`src/rtl/bsz_pkg.sv`:
```
package bsz_pkg;
  localparam int LANES  = 4;
  localparam int LANE_W = 8;
  localparam int DATA_W = LANES * LANE_W;

  typedef enum logic [1:0] {
    ST_IDLE  = 2'd0,
    ST_START = 2'd1,
    ST_WAIT  = 2'd2
  } bsz_state_e;

  // log2 of byte count; code 3 folds onto 32 bits
  function automatic logic [1:0] lg_bytes(input logic [1:0] code);
    return (code == 2'b11) ? 2'd2 : code;
  endfunction

  typedef struct packed {
    logic              we;
    logic [1:0]        lpt;   // log2 port bytes
    logic [1:0]        lw;    // log2 bytes per bus cycle
    logic [1:0]        last;  // index of final bus cycle
    logic [DATA_W-1:0] wdata;
  } xfer_t;
endpackage

```
`src/rtl/bsz_beat_plan.sv`:
```
module bsz_beat_plan
  import bsz_pkg::*;
#(
  parameter int ADDR_W = 32
) (
  input  logic [ADDR_W-1:0] addr_i,
  input  logic [1:0]        size_i,
  input  logic [1:0]        psize_i,
  output logic [ADDR_W-1:0] base_o,
  output logic [1:0]        lpt_o,
  output logic [1:0]        lw_o,
  output logic [1:0]        last_o
);
  logic [1:0] lsz;
  logic [1:0] diff;
  logic [ADDR_W-1:0] mask;

  always_comb begin
    lsz    = lg_bytes(size_i);
    lpt_o  = lg_bytes(psize_i);
    lw_o   = (lsz < lpt_o) ? lsz : lpt_o;
    diff   = (lsz > lpt_o) ? (lsz - lpt_o) : 2'd0;
    last_o = 2'((3'd1 << diff) - 3'd1);
    mask   = (ADDR_W'(1) << lsz) - ADDR_W'(1);
    base_o = addr_i & ~mask;
  end
endmodule

```
`src/rtl/bsz_wr_steer.sv`:
```
module bsz_wr_steer
  import bsz_pkg::*;
(
  input  logic [DATA_W-1:0] wdata_i,
  input  logic [1:0]        off_i,
  input  logic [1:0]        lw_i,
  input  logic [1:0]        lpt_i,
  output logic [DATA_W-1:0] ext_o
);
  logic [LANE_W-1:0] wb [LANES];
  logic [1:0] wmask;
  logic [1:0] pmask;

  assign wmask = 2'((3'd1 << lw_i) - 3'd1);
  assign pmask = 2'((3'd1 << lpt_i) - 3'd1);

  for (genvar k = 0; k < LANES; k++) begin : g_unpack
    assign wb[k] = wdata_i[DATA_W-1-LANE_W*k -: LANE_W];
  end

  for (genvar j = 0; j < LANES; j++) begin : g_lane
    logic [1:0] idx;
    assign idx = off_i + (2'(j) & wmask);
    assign ext_o[DATA_W-1-LANE_W*j -: LANE_W] =
      (2'(j) <= pmask) ? wb[idx] : '0;
  end
endmodule

```
`src/rtl/bsz_rd_merge.sv`:
```
module bsz_rd_merge
  import bsz_pkg::*;
(
  input  logic [DATA_W-1:0] ext_i,
  input  logic [DATA_W-1:0] acc_i,
  input  logic [1:0]        off_i,
  input  logic [1:0]        lw_i,
  input  logic [1:0]        lpt_i,
  output logic [DATA_W-1:0] acc_o
);
  logic [LANE_W-1:0] eb [LANES];
  logic [2:0] lo;
  logic [2:0] hi;
  logic [1:0] pmask;

  assign lo    = {1'b0, off_i};
  assign hi    = lo + (3'd1 << lw_i);
  assign pmask = 2'((3'd1 << lpt_i) - 3'd1);

  for (genvar l = 0; l < LANES; l++) begin : g_unpack
    assign eb[l] = ext_i[DATA_W-1-LANE_W*l -: LANE_W];
  end

  for (genvar k = 0; k < LANES; k++) begin : g_byte
    logic       hit;
    logic [1:0] lane;
    assign hit  = (3'(k) >= lo) && (3'(k) < hi);
    assign lane = 2'(k) & pmask;
    assign acc_o[DATA_W-1-LANE_W*k -: LANE_W] =
      hit ? eb[lane] : acc_i[DATA_W-1-LANE_W*k -: LANE_W];
  end
endmodule

```
`src/rtl/bus_sizer.sv`:
```
module bus_sizer
  import bsz_pkg::*;
#(
  parameter int  ADDR_W  = 32,
  parameter int  N_BANKS = 4,
  localparam int BANK_W  = (N_BANKS > 1) ? $clog2(N_BANKS) : 1
) (
  input  logic                 clk_i,
  input  logic                 rst_ni,
  input  logic [2*N_BANKS-1:0] bank_psize_i,
  input  logic                 req_valid_i,
  output logic                 req_ready_o,
  input  logic [BANK_W-1:0]    req_bank_i,
  input  logic [ADDR_W-1:0]    req_addr_i,
  input  logic [1:0]           req_size_i,
  input  logic                 req_we_i,
  input  logic [DATA_W-1:0]    req_wdata_i,
  output logic                 rsp_valid_o,
  output logic [DATA_W-1:0]    rsp_rdata_o,
  output logic                 bus_start_o,
  output logic [ADDR_W-1:0]    bus_addr_o,
  output logic                 bus_we_o,
  output logic [DATA_W-1:0]    bus_wdata_o,
  input  logic [DATA_W-1:0]    bus_rdata_i,
  input  logic                 bus_done_i
);
  bsz_state_e        state_q;
  xfer_t             xf_q;
  logic [ADDR_W-1:0] base_q;
  logic [1:0]        beat_q;
  logic [DATA_W-1:0] acc_q;
  logic              rsp_q;

  logic [1:0]        psel;
  logic [ADDR_W-1:0] base_d;
  logic [1:0]        lpt_d, lw_d, last_d;
  logic [ADDR_W-1:0] beat_addr;
  logic [DATA_W-1:0] steered;
  logic [DATA_W-1:0] merged;
  logic              busy;

  assign psel = bank_psize_i[{req_bank_i, 1'b0} +: 2];

  bsz_beat_plan #(.ADDR_W(ADDR_W)) u_plan (
    .addr_i  (req_addr_i),
    .size_i  (req_size_i),
    .psize_i (psel),
    .base_o  (base_d),
    .lpt_o   (lpt_d),
    .lw_o    (lw_d),
    .last_o  (last_d)
  );

  assign beat_addr = base_q + (ADDR_W'(beat_q) << xf_q.lpt);

  bsz_wr_steer u_wr (
    .wdata_i (xf_q.wdata),
    .off_i   (beat_addr[1:0]),
    .lw_i    (xf_q.lw),
    .lpt_i   (xf_q.lpt),
    .ext_o   (steered)
  );

  bsz_rd_merge u_rd (
    .ext_i   (bus_rdata_i),
    .acc_i   (acc_q),
    .off_i   (beat_addr[1:0]),
    .lw_i    (xf_q.lw),
    .lpt_i   (xf_q.lpt),
    .acc_o   (merged)
  );

  assign busy        = (state_q != ST_IDLE);
  assign req_ready_o = !busy;
  assign bus_start_o = (state_q == ST_START);
  assign bus_addr_o  = beat_addr;
  assign bus_we_o    = busy && xf_q.we;
  assign bus_wdata_o = (busy && xf_q.we) ? steered : '0;
  assign rsp_valid_o = rsp_q;
  assign rsp_rdata_o = acc_q;

  always_ff @(posedge clk_i or negedge rst_ni) begin
    if (!rst_ni) begin
      state_q <= ST_IDLE;
      xf_q    <= '0;
      base_q  <= '0;
      beat_q  <= '0;
      acc_q   <= '0;
      rsp_q   <= 1'b0;
    end else begin
      rsp_q <= 1'b0;
      unique case (state_q)
        ST_IDLE: if (req_valid_i) begin
          xf_q.we    <= req_we_i;
          xf_q.lpt   <= lpt_d;
          xf_q.lw    <= lw_d;
          xf_q.last  <= last_d;
          xf_q.wdata <= req_wdata_i;
          base_q     <= base_d;
          beat_q     <= '0;
          acc_q      <= '0;
          state_q    <= ST_START;
        end
        ST_START: state_q <= ST_WAIT;
        ST_WAIT: if (bus_done_i) begin
          if (!xf_q.we) acc_q <= merged;
          if (beat_q == xf_q.last) begin
            state_q <= ST_IDLE;
            rsp_q   <= 1'b1;
          end else begin
            beat_q  <= beat_q + 2'd1;
            state_q <= ST_START;
          end
        end
        default: state_q <= ST_IDLE;
      endcase
    end
  end
endmodule

```
`config.mk`:
```
export PLATFORM = sky130hd
export DESIGN_NAME = bus_sizer
export DESIGN_NICKNAME = d
export VERILOG_FILES = /design/src/rtl/bsz_pkg.sv /design/src/rtl/bsz_beat_plan.sv /design/src/rtl/bsz_wr_steer.sv /design/src/rtl/bsz_rd_merge.sv /design/src/rtl/bus_sizer.sv
export SDC_FILE = /design/constraint.sdc
export NUM_CORES = 1
export LEC_CHECK = 0
export BUFFER_PORTS_ARGS = -buffer_cell sky130_fd_sc_hd__buf_2
export CORE_ASPECT_RATIO = 1.5
export CORE_UTILIZATION = 35
export CTS_CLUSTER_DIAMETER = 80
export DETAILED_ROUTE_END_ITERATION = 7
export HOLD_SLACK_MARGIN = 0.03
export PLACE_DENSITY_LB_ADDON = 0.1
export SLEW_MARGIN = 20
export SYNTH_ARGS = -nofsm -noshare
export SYNTH_HDL_FRONTEND = slang
export SYNTH_SLANG_ARGS = --single-unit
```
`constraint.sdc`:
```
create_clock -name clk_i -period 4.45 [get_ports clk_i]
set_input_delay 0.2225 -clock clk_i [delete_from_list [all_inputs] [get_ports clk_i]]
set_output_delay 0.2225 -clock clk_i [all_outputs]
set_load 0.05 [all_outputs]
```
# After elaboration in Yosys (flattened, before gate mapping)
# Index checks and enable logic that the tools add are counted.
[classes]
n_addsub = 11
n_reduce_logical = 16
magnitude_cmp = 21
eq_ne = 13
n_shift = 6
n_bitwise = 9
muxes = 49
[ops]
columns = ["op", "n"]
rows = [
  ["$mux 8", 22],
  ["$mux 32", 4],
  ["$bmux 8 s2", 7],
  ["$pmux 32 s2", 1],
  ["$add 32x32->32", 1],
  ["$and 32x32->32", 1],
  ["$not 32->32", 1],
  ["$shl 1x2->32 const A", 1],
  ["$shl 2x2->32", 1],
  ["$sub 32x2->32 const B", 1],
  ["$ge 3x3->1 const B", 7],
  ["$reduce_and 5->1", 4],
  ["$mux 2", 9],
  ["$not 2->3", 6],
  ["$ne 2x1->1 const B", 4],
  ["$ne 2x2->1 const B", 4],
  ["$shiftx 8x4->2", 1],
  ["$eq 2x2->1 const B", 3],
  ["$lt 1x3->1 const A", 2],
  ["$lt 2x3->1 const A", 2],
  ["$pmux 2 s3", 1],
  ["$sub 2x1->2 const B", 3],
  ["$logic_and 1x1->1", 5],
  ["$add 2x2->2", 2],
  ["other kinds (22)", 32],
]
[totals]
elab_cells = 138
in_bits = 113
reg_bits = 108
output_inout_bits = 100

# Longest topological paths before layout
[depth]
word_depth = 10
depth_mapped = 11

# Cells and area by module
# From an unflattened synthesis, not the netlist that was laid out.
[hier_totals]
cells_unflattened = 744
hier_area_um2 = 7240.7
[modules_own_cells]
columns = ["mod", "area_each_um2", "seq_area_each_um2", "instances", "cells_each"]
rows = [
  ["bus_sizer", 5277.6, 2702.6, 1, 470],
  ["bsz_wr_steer", 870.8, 0.0, 1, 116],
  ["bsz_rd_merge", 835.8, 0.0, 1, 108],
  ["bsz_beat_plan", 256.5, 0.0, 1, 50],
]

# Least setup slack after synthesis
# OpenSTA, ideal clock, no wires.
[synth_path]
path_kind = "register to output"
startpoint = "register xf_q[37] (netlist bit)"
endpoint = "output port bus_wdata_o[10]"
required_time_ns = 4.228
arrival_time_ns = 3.871
path_slack_ns = 0.356
stages_incl_launch_ff = 11
path_buffers = 2
cell_sequence = "dfrtp_1 > nor2_2 > clkbuf_1 > and2_1 > ha_1 > inv_1 > fa_1 > buf_2 > xnor2_1 > mux4_2 > nor2b_1"
[synth_via]
elab_chain_len = 9
word_cells_on_any_way = 12
[synth_lines]
columns = ["element", "line_no", "rtl"]
rows = [
  ["start: declaration", "bus_sizer.sv:28", "xfer_t xf_q;"],
  ["$shl 2x2->32", "bus_sizer.sv:54", "assign beat_addr = base_q + (ADDR_W'(beat_q) << xf_q.lpt);"],
  ["$add 32x32->32", "bus_sizer.sv:54", ""],
  ["$add 2x2->2", "bsz_wr_steer.sv:23", "assign idx = off_i + (2'(j) & wmask);"],
  ["$not 2->3 (not written as such)", "bsz_wr_steer.sv:25", "(2'(j) <= pmask) ? wb[idx] : '0;"],
  ["$bmux 8 s2", "bsz_wr_steer.sv:25", ""],
  ["$mux 8 (not written as such) (2 in series)", "bsz_wr_steer.sv:25", ""],
  ["$mux 8 (*)", "bsz_wr_steer.sv:25", ""],
  ["$mux 32 (*)", "bus_sizer.sv:78", "assign bus_wdata_o = (busy && xf_q.we) ? steered : '0;"],
  ["end: declaration", "bus_sizer.sv:23", "output logic [DATA_W-1:0] bus_wdata_o,"],
]
# Every way passes the cells marked *; elsewhere a longest branch is shown, timed or not. The select of a mux whose other input is x is not followed.

# Worst setup path after layout
[layout_path]
startpoint = "register beat_q[0]"
endpoint = "output port bus_wdata_o[3]"
[layout_via]
elab_chain_len = 9
[layout_lines]
columns = ["element", "line_no", "rtl"]
rows = [
  ["start: declaration", "bus_sizer.sv:30", "logic [1:0] beat_q;"],
  ["start signal: assignment", "bus_sizer.sv:111", "beat_q <= beat_q + 2'd1;"],
  ["$shl 2x2->32", "bus_sizer.sv:54", ""],
  ["$add 32x32->32", "bus_sizer.sv:54", ""],
  ["$add 2x2->2", "bsz_wr_steer.sv:23", ""],
  ["$not 2->3 (not written as such)", "bsz_wr_steer.sv:25", ""],
  ["$bmux 8 s2", "bsz_wr_steer.sv:25", ""],
  ["$mux 8 (not written as such) (2 in series)", "bsz_wr_steer.sv:25", ""],
  ["$mux 8", "bsz_wr_steer.sv:25", ""],
  ["$mux 32", "bus_sizer.sv:78", ""],
]
# Every way passes these cells. The select of a mux whose other input is x is not followed.

==> results.sh <==
export IMPL_ant_nets=0
export IMPL_numCtsBuffers=9
export IMPL_htreeDepth=3
export IMPL_synth_common_cells="nand2_1 (233), dfrtp_1 (108), mux2i_1 (50), clkbuf_1 (30), xnor2_1 (30)"
export IMPL_syn_nets=858
export IMPL_netlist_instances=732
export IMPL_cellPowerDensity_nw_per_um2=906
export IMPL_r2r_slack_ns=0.95
export IMPL_num_vias=5891
export IMPL_ctsHoldBuffers=0
export IMPL_total_power_uw=7660
export IMPL_overflow=0
export IMPL_synth_cell_type_count=48
export IMPL_synth_seq_cells=108
export IMPL_io_buffers=212
export IMPL_die_h_um=173
export IMPL_cts_sinks=108
export IMPL_io_pins=213
export IMPL_clk_path_buf_depth=2
export IMPL_synth_xor_area_share_pct=5.02
export IMPL_met2_wirelength_um=10600
export IMPL_grt_max_degree=72
export IMPL_synth_top_family_by_area="simple AND/OR/NAND/NOR gates"
export IMPL_grt_setup_unrepaired="no"
export IMPL_viasPerCell=4.95
export IMPL_firstDrtPassIters=4
export IMPL_met3_length_um=1000
export IMPL_root_buffer="clkbuf_16"
export IMPL_antenna_found_initial=0
export IMPL_fmax_mhz=251
export IMPL_crit_path_max_fanout=9
export IMPL_num_rows=62
export IMPL_period_share_pct=89.4
export IMPL_globalplace_congestion=0.802
export IMPL_worst_setup_path_end_kind="primary output"
export IMPL_yosys_area_share_simple_pct=22.2
export IMPL_dp_hpwl_um=14900
export IMPL_synth_seq_area_share_pct=39.8
export IMPL_routedWlPerCell_um=16.8
export IMPL_setup_tns_ns=0
export IMPL_skew_ns=0.00601
export IMPL_layout_drive_gt1_share_pct=32.7
export IMPL_core_um2=19100
export IMPL_wl_met1_um=8020
export IMPL_cts_tree="done"
export IMPL_synthToLayoutAreaGrowth_pct=24.3
export IMPL_wl_um=20000
export IMPL_hold_path_class="input port to async pin"
export IMPL_drt_iter0_drc=252
export IMPL_die_w_um=116
export IMPL_finalMaxSlewViolations=0
export IMPL_synth_flop_cell="dfrtp_1"
export IMPL_muxShareOfSynthArea_pct=20.0
export IMPL_ctsResizeCount=0
export IMPL_topRoutingLayerUsed="met4"
export IMPL_worstSetupStartpointType="flip-flop"
export IMPL_avgSynthCellArea_um2=9.29
export IMPL_drc_errors=0
export IMPL_grtUsageTotal_pct=20.7
export IMPL_crit_type="flip-flop to primary output"
export IMPL_worst_pin_slew_ns=1.11
export IMPL_grt_pass1_vias=5914
export IMPL_worstPathArrival_ns=3.76
export IMPL_peakVddDrop_mv=0.364
export IMPL_p_leak_uw=0.00434
export IMPL_postSynth_asyncResetShare_pct=100
export IMPL_synth_top_area_share_pct=39.8
export IMPL_synth_edf_count=0
export IMPL_slew_headroom_pct=25.6
export IMPL_post_cts_buffers=0
export IMPL_yosysWarnings=0
export IMPL_initial_utilization_pct=35.6
export IMPL_whs_ns=-0.0203
export IMPL_setup_viol=0
export IMPL_grt_pass1_wl_um=31700
export IMPL_n_antenna_cell=0
export IMPL_synthTopCellsByArea="dfrtp_1 (40%), nand2_1 (13%), mux4_2 (8.6%)"
export IMPL_cap_viol_max_count=0
export IMPL_period_needed_ns=3.98
export IMPL_yosysMostFrequentCell="nand2_1"
export IMPL_synth_adder_area_share_pct=2.72
export IMPL_netlist_area_um2=6800
export IMPL_final_net_count=1056
export IMPL_yosysTopAreaCell="dfrtp_1"
export IMPL_clk_pin_slew_ns=0.07
export IMPL_outcome="finished, violations left"
export IMPL_clkLatencyLatePin_ns=0.35
export IMPL_violations="negative hold slack"
export IMPL_synth_compound_area_share_pct=6.41
export IMPL_cp_data_required_time_ns=4.23
export IMPL_utilization_pct=44.3
export IMPL_die_area_um2=20000
export IMPL_hold_viol=10
-- critical path, stage by stage, from the launching register on --
cell     delay [ns]
dfrtp_1        0.51
mux2i_1        0.18
or2_2          0.33
fa_1           0.70
buf_4          0.29
xor2_4         0.11
xnor2_2        0.48
mux2_2         0.40
nor2_1         0.12
buf_2          0.29
-- placed cells by master (no fill, tap or decap), types with 2 or more instances in the layout --
cell type and n:
nor2b_1 22, nand3_1 14, and4_1 2, nand4_1 12, inv_1 28, nor2_1 25, and3_1 16, ha_1 10
a221oi_1 2, dfrtp_1 108, mux4_2 26, o21a_1 2, nand2b_1 7, nand2_1 232, o21ai_0 19, buf_2 211
xnor2_1 30, clkinvlp_4 2, or2_2 4, o2111ai_1 7, o211ai_1 4, xor2_1 4, buf_4 15, o22ai_1 2
and2_1 4, a21o_1 2, clkbuf_16 9, a21oi_1 12, mux2_2 24, mux2i_1 50, fa_1 3
-- metrics by stage --
stage                     area [um^2]  hold slack (ns)  setup slack, ns  std cells
after floorplan                  6800          -0.0731            0.356        732
after global placement           8150            0.411            0.932       1175
after detailed placement         8150            0.414            0.859       1175
after CTS                        8450           0.0439            0.438       1190
after global routing             8450           0.0523            0.325       1190
final                            8450          -0.0203            0.471       1190
-- path summary, 6_finish.rpt --
path	from	end	cells past startpoint
max in group asynchronous	rst_ni	xf_q[5]$_DFFE_PN0P_	2
min in group clk_i	req_addr_i[15]	base_q[15]$_DFFE_PN0P_	3
max reg2reg	beat_q[0]$_DFFE_PN0P_	rsp_rdata_o[24]$_DFFE_PN0P_	7
max	beat_q[0]$_DFFE_PN0P_	bus_wdata_o[3]	9
min reg2reg	base_q[4]$_DFFE_PN0P_	base_q[4]$_DFFE_PN0P_	2
min	rst_ni	rsp_rdata_o[15]$_DFFE_PN0P_	1
-- power breakdown --
| part | internal, uW | switching [uW] |
|---|---|---|
| clock | 449 | 370 |
| combinational | 1830 | 3150 |
| sequential | 1410 | 442 |
-- flip-flops by register name, indices dropped and copies added, names as in the netlist --
register,flops
base_q,32
beat_q,2
rsp_rdata_o,32
rsp_valid_o,1
state_q,2
xf_q,39
-- kinds of logic after synthesis --
kind of cell             Yosys count
buffers and inverters             69
AO/OA/AOI/OAI                     60
XOR/XNOR                          36
AND/OR/NAND/NOR                  346
flip-flops                       108
multiplexers                     100
adder cells (fa/ha/maj)           13
-- metal layers --
layer / GRT usage (%) / vias up
met5: 0 / -
met4: 6.04 / 0
met3: 4.00 / 21
met2: 37.6 / 175
met1: 24.0 / 2830
li1: - / 2865
-- area by class of cell --
cell class | instances | area (um^2)
Multi-Input combinational cell | 555 | 3840
Tap cell | 256 | 320
Inverter | 29 | 109
Clock inverter | 4 | 50.0
Sequential cell | 108 | 2700
Fill cell | 2045 | 10600
Clock buffer | 11 | 243
Timing Repair Buffer | 227 | 1190
No activity file was read; power rests on OpenSTA's default activity.
